File: src/rtl/msi_pkg.sv
package msi_pkg;
   typedef enum logic [1:0] {
      LN_INV = 2'd0,
      LN_SHR = 2'd1,
      LN_MOD = 2'd2
   } line_state_e;

   typedef enum logic {
      MSG_READ  = 1'b0,
      MSG_WRITE = 1'b1
   } msg_kind_e;

   typedef enum logic {
      SNP_INVAL = 1'b0,
      SNP_OWNRD = 1'b1
   } snp_kind_e;

   typedef enum logic [1:0] {
      AG_IDLE  = 2'd0,
      AG_FETCH = 2'd1,
      AG_WAIT  = 2'd2
   } agent_fsm_e;
endpackage

File: src/rtl/msi_tag_array.sv
module msi_tag_array #(
   parameter int SETS  = 16,
   parameter int WAYS  = 2,
   parameter int TAG_W = 8,
   localparam int SET_W = $clog2(SETS),
   localparam int WAY_W = (WAYS > 1) ? $clog2(WAYS) : 1
) (
   input  logic                         clk,
   input  logic                         rst_n,
   input  logic [SET_W-1:0]             rd_set,
   output logic [WAYS-1:0][TAG_W-1:0]   rd_tag,
   output logic [WAYS-1:0][1:0]         rd_state,
   output logic [WAY_W-1:0]             rd_lru,
   input  logic                         wr_en,
   input  logic [SET_W-1:0]             wr_set,
   input  logic [WAY_W-1:0]             wr_way,
   input  logic [TAG_W-1:0]             wr_tag,
   input  logic [1:0]                   wr_state,
   input  logic                         use_en,
   input  logic [SET_W-1:0]             use_set,
   input  logic [WAY_W-1:0]             use_way
);
   logic [TAG_W-1:0] tag_q   [SETS][WAYS];
   logic [1:0]       state_q [SETS][WAYS];

   always_ff @(posedge clk) begin
      if (!rst_n) begin
         for (int s = 0; s < SETS; s++)
            for (int w = 0; w < WAYS; w++)
               state_q[s][w] <= 2'd0;
      end else if (wr_en) begin
         state_q[wr_set][wr_way] <= wr_state;
      end
   end

   always_ff @(posedge clk) begin
      if (wr_en) tag_q[wr_set][wr_way] <= wr_tag;
   end

   always_comb begin
      for (int w = 0; w < WAYS; w++) begin
         rd_tag[w]   = tag_q[rd_set][w];
         rd_state[w] = state_q[rd_set][w];
      end
   end

   generate
      if (WAYS == 2) begin : g_lru
         logic lru_q [SETS];
         always_ff @(posedge clk) begin
            if (!rst_n) begin
               for (int s = 0; s < SETS; s++) lru_q[s] <= 1'b0;
            end else if (use_en) begin
               lru_q[use_set] <= ~use_way[0];
            end
         end
         assign rd_lru = lru_q[rd_set];
      end else begin : g_nolru
         assign rd_lru = '0;
      end
   endgenerate
endmodule

File: src/rtl/msi_way_pick.sv
module msi_way_pick
   import msi_pkg::*;
#(
   parameter int WAYS  = 2,
   parameter int TAG_W = 8,
   localparam int WAY_W = (WAYS > 1) ? $clog2(WAYS) : 1
) (
   input  logic [TAG_W-1:0]             look_tag,
   input  logic [WAYS-1:0][TAG_W-1:0]   rd_tag,
   input  logic [WAYS-1:0][1:0]         rd_state,
   input  logic [WAY_W-1:0]             lru,
   output logic [WAYS-1:0]              hit_vec,
   output logic                         hit,
   output logic [WAY_W-1:0]             hit_way,
   output logic [1:0]                   hit_state,
   output logic [WAY_W-1:0]             victim_way,
   output logic [1:0]                   victim_state,
   output logic [TAG_W-1:0]             victim_tag
);
   genvar gw;
   generate
      for (gw = 0; gw < WAYS; gw++) begin : g_match
         assign hit_vec[gw] = (rd_state[gw] != LN_INV) && (rd_tag[gw] == look_tag);
      end
   endgenerate

   always_comb begin
      hit       = 1'b0;
      hit_way   = '0;
      hit_state = LN_INV;
      for (int w = 0; w < WAYS; w++) begin
         if (hit_vec[w]) begin
            hit       = 1'b1;
            hit_way   = WAY_W'(w);
            hit_state = rd_state[w];
         end
      end
   end

   generate
      if (WAYS == 1) begin : g_direct
         assign victim_way = '0;
      end else begin : g_assoc
         logic             free;
         logic [WAY_W-1:0] free_way;
         always_comb begin
            free     = 1'b0;
            free_way = '0;
            for (int w = WAYS - 1; w >= 0; w--) begin
               if (rd_state[w] == LN_INV) begin
                  free     = 1'b1;
                  free_way = WAY_W'(w);
               end
            end
         end
         assign victim_way = free ? free_way : lru;
      end
   endgenerate

   assign victim_state = rd_state[victim_way];
   assign victim_tag   = rd_tag[victim_way];
endmodule

File: src/rtl/msi_msg_reg.sv
module msi_msg_reg #(
   parameter int ADDR_W = 12,
   parameter int NODE_W = 3
) (
   input  logic              clk,
   input  logic              rst_n,
   input  logic              send,
   input  logic              kind,
   input  logic [1:0]        tag,
   input  logic [ADDR_W-1:0] addr,
   output logic              out_valid,
   output logic              out_kind,
   output logic [1:0]        out_tag,
   output logic [ADDR_W-1:0] out_addr,
   output logic [NODE_W-1:0] out_dest
);
   always_ff @(posedge clk) begin
      if (!rst_n) out_valid <= 1'b0;
      else        out_valid <= send;
   end

   always_ff @(posedge clk) begin
      if (send) begin
         out_kind <= kind;
         out_tag  <= tag;
         out_addr <= addr;
         out_dest <= addr[ADDR_W-1 -: NODE_W];
      end
   end
endmodule

File: src/rtl/msi_snoop_agent.sv
module msi_snoop_agent
   import msi_pkg::*;
#(
   parameter int ADDR_W = 12,
   parameter int SETS   = 16,
   parameter int WAYS   = 2,
   parameter int NODE_W = 3
) (
   input  logic              clk,
   input  logic              rst_n,
   input  logic              cpu_valid,
   input  logic              cpu_store,
   input  logic [ADDR_W-1:0] cpu_addr,
   output logic              cpu_done,
   input  logic              snp_valid,
   input  logic              snp_kind,
   input  logic [ADDR_W-1:0] snp_addr,
   output logic              snp_ready,
   input  logic              rsp_valid,
   input  logic [1:0]        rsp_tag,
   output logic              out_valid,
   output logic              out_kind,
   output logic [1:0]        out_tag,
   output logic [ADDR_W-1:0] out_addr,
   output logic [NODE_W-1:0] out_dest
);
   localparam int SET_W = $clog2(SETS);
   localparam int TAG_W = ADDR_W - SET_W;
   localparam int WAY_W = (WAYS > 1) ? $clog2(WAYS) : 1;

   generate
      if (WAYS < 1 || WAYS > 2) begin : g_bad_ways
         $error("msi_snoop_agent: WAYS must be 1 or 2");
      end
      if ((1 << SET_W) != SETS) begin : g_bad_sets
         $error("msi_snoop_agent: SETS must be a power of two");
      end
      if (NODE_W < 1 || NODE_W > ADDR_W || TAG_W < 1) begin : g_bad_widths
         $error("msi_snoop_agent: address split does not fit");
      end
   endgenerate

   agent_fsm_e        fsm_q, fsm_d;
   logic [ADDR_W-1:0] miss_addr_q;
   logic [WAY_W-1:0]  miss_way_q, miss_way_d;
   logic              miss_store_q;
   logic              cap_miss;

   logic              serve_rsp, serve_snp, serve_cpu;
   logic [ADDR_W-1:0] look_addr;
   logic [SET_W-1:0]  look_set;
   logic [TAG_W-1:0]  look_tag;

   logic [WAYS-1:0][TAG_W-1:0] rd_tag;
   logic [WAYS-1:0][1:0]       rd_state;
   logic [WAY_W-1:0]           rd_lru;
   logic [WAYS-1:0]            hit_vec;
   logic                       hit;
   logic [WAY_W-1:0]           hit_way, victim_way;
   logic [1:0]                 hit_state, victim_state;
   logic [TAG_W-1:0]           victim_tag;

   logic                       wr_en, use_en;
   logic [WAY_W-1:0]           wr_way, use_way;
   logic [TAG_W-1:0]           wr_tag;
   logic [1:0]                 wr_state;

   logic                       send, s_kind;
   logic [1:0]                 s_tag;
   logic [ADDR_W-1:0]          s_addr;

   // arbitration: reply first, then snoop, then pending READ, then processor
   assign serve_rsp = (fsm_q == AG_WAIT) && rsp_valid;
   assign serve_snp = snp_valid && !serve_rsp;
   assign serve_cpu = (fsm_q == AG_IDLE) && cpu_valid && !snp_valid;
   assign snp_ready = !serve_rsp;

   assign look_addr = serve_rsp ? miss_addr_q : (snp_valid ? snp_addr : cpu_addr);
   assign look_set  = look_addr[SET_W-1:0];
   assign look_tag  = look_addr[ADDR_W-1:SET_W];

   msi_tag_array #(.SETS(SETS), .WAYS(WAYS), .TAG_W(TAG_W)) u_array (
      .clk      (clk),
      .rst_n    (rst_n),
      .rd_set   (look_set),
      .rd_tag   (rd_tag),
      .rd_state (rd_state),
      .rd_lru   (rd_lru),
      .wr_en    (wr_en),
      .wr_set   (look_set),
      .wr_way   (wr_way),
      .wr_tag   (wr_tag),
      .wr_state (wr_state),
      .use_en   (use_en),
      .use_set  (look_set),
      .use_way  (use_way)
   );

   msi_way_pick #(.WAYS(WAYS), .TAG_W(TAG_W)) u_pick (
      .look_tag     (look_tag),
      .rd_tag       (rd_tag),
      .rd_state     (rd_state),
      .lru          (rd_lru),
      .hit_vec      (hit_vec),
      .hit          (hit),
      .hit_way      (hit_way),
      .hit_state    (hit_state),
      .victim_way   (victim_way),
      .victim_state (victim_state),
      .victim_tag   (victim_tag)
   );

   always_comb begin
      fsm_d      = fsm_q;
      miss_way_d = miss_way_q;
      cap_miss   = 1'b0;
      cpu_done   = 1'b0;
      send       = 1'b0;
      s_kind     = MSG_WRITE;
      s_tag      = LN_INV;
      s_addr     = look_addr;
      wr_en      = 1'b0;
      wr_way     = hit_way;
      wr_tag     = look_tag;
      wr_state   = LN_INV;
      use_en     = 1'b0;
      use_way    = hit_way;

      if (serve_rsp) begin
         wr_en    = 1'b1;
         wr_way   = miss_way_q;
         wr_state = rsp_tag;
         use_en   = 1'b1;
         use_way  = miss_way_q;
         cpu_done = 1'b1;
         fsm_d    = AG_IDLE;
      end else if (serve_snp) begin
         send   = 1'b1;
         s_kind = MSG_WRITE;
         s_tag  = hit ? hit_state : LN_INV;
         s_addr = snp_addr;
         if (hit) begin
            wr_en = 1'b1;
            if (snp_kind == SNP_INVAL)   wr_state = LN_INV;
            else if (hit_state == LN_MOD) wr_state = LN_SHR;
            else                          wr_state = hit_state;
         end
      end else if (fsm_q == AG_FETCH) begin
         send   = 1'b1;
         s_kind = MSG_READ;
         s_tag  = miss_store_q ? LN_MOD : LN_SHR;
         s_addr = miss_addr_q;
         fsm_d  = AG_WAIT;
      end else if (serve_cpu) begin
         if (hit && (!cpu_store || hit_state == LN_MOD)) begin
            cpu_done = 1'b1;
            use_en   = 1'b1;
         end else begin
            cap_miss   = 1'b1;
            miss_way_d = hit ? hit_way : victim_way;
            if (!hit && victim_state != LN_INV) begin
               send     = 1'b1;
               s_kind   = MSG_WRITE;
               s_tag    = victim_state;
               s_addr   = {victim_tag, look_set};
               wr_en    = 1'b1;
               wr_way   = victim_way;
               wr_tag   = victim_tag;
               wr_state = LN_INV;
               fsm_d    = AG_FETCH;
            end else begin
               send   = 1'b1;
               s_kind = MSG_READ;
               s_tag  = cpu_store ? LN_MOD : LN_SHR;
               s_addr = cpu_addr;
               fsm_d  = AG_WAIT;
            end
         end
      end
   end

   always_ff @(posedge clk) begin
      if (!rst_n) fsm_q <= AG_IDLE;
      else        fsm_q <= fsm_d;
   end

   always_ff @(posedge clk) begin
      if (cap_miss) begin
         miss_addr_q  <= cpu_addr;
         miss_store_q <= cpu_store;
      end
      miss_way_q <= miss_way_d;
   end

   msi_msg_reg #(.ADDR_W(ADDR_W), .NODE_W(NODE_W)) u_out (
      .clk       (clk),
      .rst_n     (rst_n),
      .send      (send),
      .kind      (s_kind),
      .tag       (s_tag),
      .addr      (s_addr),
      .out_valid (out_valid),
      .out_kind  (out_kind),
      .out_tag   (out_tag),
      .out_addr  (out_addr),
      .out_dest  (out_dest)
   );
endmodule

File: config.mk
export PLATFORM = sky130hd
export DESIGN_NAME = msi_snoop_agent
export DESIGN_NICKNAME = d
export VERILOG_FILES = /design/src/rtl/msi_pkg.sv /design/src/rtl/msi_tag_array.sv /design/src/rtl/msi_way_pick.sv /design/src/rtl/msi_msg_reg.sv /design/src/rtl/msi_snoop_agent.sv
export SDC_FILE = /design/constraint.sdc
export NUM_CORES = 1
export LEC_CHECK = 0
export BUFFER_PORTS_ARGS = -buffer_cell sky130_fd_sc_hd__clkbuf_2
export CAP_MARGIN = 20
export CORE_MARGIN = 2
export CORE_UTILIZATION = 56
export DETAILED_ROUTE_END_ITERATION = 8
export PLACE_DENSITY = 0.74
export SKIP_CTS_REPAIR_TIMING = 1
export SKIP_LAST_GASP = 1
export SYNTH_ARGS = -nofsm -noshare
export SYNTH_HDL_FRONTEND = slang
export SYNTH_SLANG_ARGS = --single-unit
File: constraint.sdc
create_clock -name clk -period 5.1 [get_ports clk]
set_clock_uncertainty 0.2 [all_clocks]
set_input_delay 0.255 -clock clk [delete_from_list [all_inputs] [get_ports clk]]
set_output_delay 0.255 -clock clk [all_outputs]
set_load 0.02 [all_outputs]
==> flow_summary_export.csv <==
group,metric,value,unit
clock_network,cts.sinks,368,
synthesis,synthFlopType,"edfxtp_1",
outcome,status,"finished, violations left",
synthesis,synth-compound-area-share,16.3,%
route,dr.pass1.iters,6,
clock_network,clock_tree.htree_level_count,2,
floorplan,die-height,179,um
critical_path,r2r.worst_path.cells,16,
timing,tightestPinTransition,958,ps
synthesis,netlist_area,17200,um^2
synthesis,ys_seq_area_share,63.0,%
synthesis,synth.yosys.warnings,0,
synthesis,synth_edf_count,349,
placement,placed_wire_length_estimate,35300,um
power_and_ir_drop,ir_drop,263,uV
hold_path,hold_depth,3,
timing,timing.final.crit_period,5000,ps
critical_path,timing.critical_path.required,4640,ps
route,ant_nets,0,
critical_path,critPathKind,"reg2out",
critical_path,critical_path_fanout_max,12,
power_and_ir_drop,comb_power_share,20.8,%
synthesis,post_synth_and_or_nand_nor_area_fraction,12.2,%
synthesis,synth_nets,1451,
timing,timing.max_slew.rel_slack,35.9,%
power_and_ir_drop,powerDensity,390,nW/um^2
synthesis,syn-mean-instance-area,12.1,um^2
layout,finalNonFillerCells,2008,
route,drt_first_iter_violations,1885,
floorplan,die_x,179,um
timing,hold_ws,-11.4,ps
timing,maxSlewViolCount,0,
synthesis,library_cell_occupying_the_most_area_in_the_post_synthesis_netlist,"edfxtp_1",
timing,setup_violations,0,
grt,grt_start_max_net_pins,55,
critical_path,worst_r2r_startpoint,"fsm_q[0]",
synthesis,xor_xnor_cell_area_share_of_the_yosys_netlist,0.254,%
timing,setup_tns,0,ps
clock_network,cts.path.max_buffers,3,
power_and_ir_drop,power.net_switching,2.28,mW
floorplan,io_pins,54,
placement,port_buffers,53,
placement,gp_routability_congestion,0.957,
clock_network,clkLatencyLatePin,550,ps
power_and_ir_drop,lkg_pwr,7.42,nW
synthesis,post_synth_inst_count,1418,
synthesis,synth_top_family_by_area,"compound AO/OA/AOI/OAI gates",
route,drt-wirelength-per-cell,26.5,um
placement,dp_cells,1909,
clock_network,clk_root_buffer_cell,"clkbuf_16",
floorplan,placement_rows,64,
critical_path,r2r-end,"u_array.state_q[10][2]",
route,viasPerCell,6.67,
synthesis,synth-seq-cells,368,
critical_path,ff2ff_setup_slack,150,ps
outcome,violations,"hold timing",
route,drt_wl_total,53200,um
power_and_ir_drop,power.sequential.fraction,44.0,%
critical_path,setup.worst_path.start_class,"flip-flop",
synthesis,post_synth_adder_cell_area,0,%
critical_path,critPathLaunch,"fsm_q[0]",
grt,first_global_vias,12500,
floorplan,effective_utilization_at_floorplan,56.6,%
synthesis,synthMuxAreaShare,4.26,%
grt,overflow_left_after_global_routing,0,
grt,global_route_wire_length_before_repair,76700,um
hold_path,worst_hold_path.endpoint,"u_out.out_addr[1]",
layout,num-nets-final,1615,
hold_path,type_of_the_worst_min_delay_path,"in2reg",
timing,min_period_over_period,98.1,%
hold_path,hp-start,"snp_addr[1]",
clock_network,cts_tree,"yes",
timing,achievable-frequency,0.200,GHz
run,max-cap-violations,0,
timing,finalHoldViolations,2,
power_and_ir_drop,internal-power,5.73,mW
layout,n_antenna_cell,0,
grt,grt_antenna_before_repair,0,
layout,layout-drive-gt1-share,21.4,%
power_and_ir_drop,clkPwrFrac,35.2,%
synthesis,synth_commonest_cells,"349 x edfxtp_1, 193 x nand2_1, 133 x nor2_1",
route,remaining_drcs,0,
synthesis,postSynth.asyncResetShare,0,%
clock_network,cts-buffers-inserted,38,
floorplan,fp.coreArea,30400,um^2
critical_path,endpoint_kind,"primary output",
route,routed-via-count,13400,
layout,flow.area_growth_from_synthesis,19.1,%
critical_path,wp_data_arrival,4550,ps
synthesis,synth_top_cells_by_area,"edfxtp_1 61%, nand2_1 4.2%, mux2i_1 3.7%",
synthesis,yosys.cell_count.top_type,"edfxtp_1",
synthesis,yosysUniqueCellTypes,87,
synthesis,area_share_of_the_leading_cell_type_in_the_synthesized_netlist,60.8,%
power_and_ir_drop,p_sw_share,28.5,%
grt,globalRouteTotalUtil,32.5,%
floorplan,die_area,32200,um^2
clock_network,clock_pin_slew_worst_setup_and_hold_paths,60,ps
==> layer usage <==
layer / wire, um / track usage [%] / part of all wire, % / vias to the layer above
met1: 19700 / 43.0 / 37 / 6431
met2: 24000 / 50.5 / 45 / 985
met4: 2850 / 14.7 / 5.4 / 0
met5: 0 / 0 / 0 / -
met3: 6550 / 8.65 / 12 / 196
li1: - / - / - / 5778
==> worst max-delay path by stage <==
stage and endpoint:
6_report cpu_done, 5_1_grt cpu_done, 4_1_cts cpu_done, 3_5_place_dp u_array.tag_q[9][15]
3_3_place_gp u_array.tag_q[10][7], 2_1_floorplan u_array.tag_q[0][1]
==> cells in the final DEF, fill, tap and decap left out, drive strengths merged, types with 6 or more instances in the layout <==
master and instances:
a22oi 19, a2bb2oi 7, o211a 18, nor3 14
a21oi 64, buf 158, nand3 41, clkinv 13
o31ai 17, a211oi 24, mux2i 64, a32oi 16
nor3b 7, dfxtp 19, nand4 9, o22ai 13
nand2b 9, nand2 194, and3 6, o21ai 85
a31oi 20, inv 24, a221oi 29, nor2 133
and2 21, edfxtp 349, dlygate4sd3 16, clkbuf 106
o211ai 23, mux2 8
==> state kept, by name, summed over array words and instances (netlist names) <==
register and flops:
fsm_q 2, miss_addr_q 12, miss_store_q 1, miss_way_q 1, u_array.g_lru.lru_q 16, u_array.state_q 64, u_array.tag_q 256, u_out.out_addr 9
u_out.out_dest 3, u_out.out_kind 1, u_out.out_tag 2, u_out.out_valid 1
==> cell families (layout without fill, tap and decap cells) <==
kind of cell | count (synthesis) | after routing
buf+inv | 127 | 321
simple gates | 460 | 460
mux | 72 | 72
xor+xnor | 5 | 5
compound gates | 386 | 386
flops | 368 | 368
==> critical path, stage by stage, from the launching register on <==
cell and delay, ps:
dfxtp_2 340, and3b_2 350, buf_4 230, o21ai_4 130, buf_4 200, clkbuf_16 170, a221oi_1 330, o21ai_1 190
o2111ai_2 170, nor2_1 150, or4_4 590, buf_4 160, nor4_2 310, a31oi_1 90, o31a_1 340, inv_1 80
clkbuf_2 160
==> power by group through the flow <==
stage,Sequential [mW],Clock (mW),Combinational [mW]
2_1_floorplan,3.62,0,0.852
3_3_place_gp,3.59,0,1.51
3_5_place_dp,3.59,0,1.53
4_1_cts,3.53,2.82,1.54
5_1_grt,3.53,2.95,1.74
6_report,3.53,2.82,1.67
==> area by class of cell <==
class / count / area, um^2
sequential: 368 / 10900
fill: 2147 / 9910
multi-input combinational: 923 / 5870
timing repair buffer: 229 / 1950
clock buffer: 51 / 1050
tap: 396 / 495
clock inverter: 19 / 209
inverter: 22 / 85.1
==> metrics by stage <==
| stage | util (%) | instance area (um^2) | power (mW) | setup WS, ps |
|---|---|---|---|---|
| after floorplan | - | 17200 | 4.47 | -81.9 |
| after global placement | 61.8 | 18800 | 5.10 | 150 |
| after detailed placement | 61.8 | 18800 | 5.12 | 145 |
| after CTS | 65.9 | 20100 | 7.88 | -206 |
| after global routing | 67.4 | 20500 | 8.22 | -39.9 |
| final | 67.4 | 20500 | 8.01 | 96.4 |
Power figures use the tool's default switching activity.
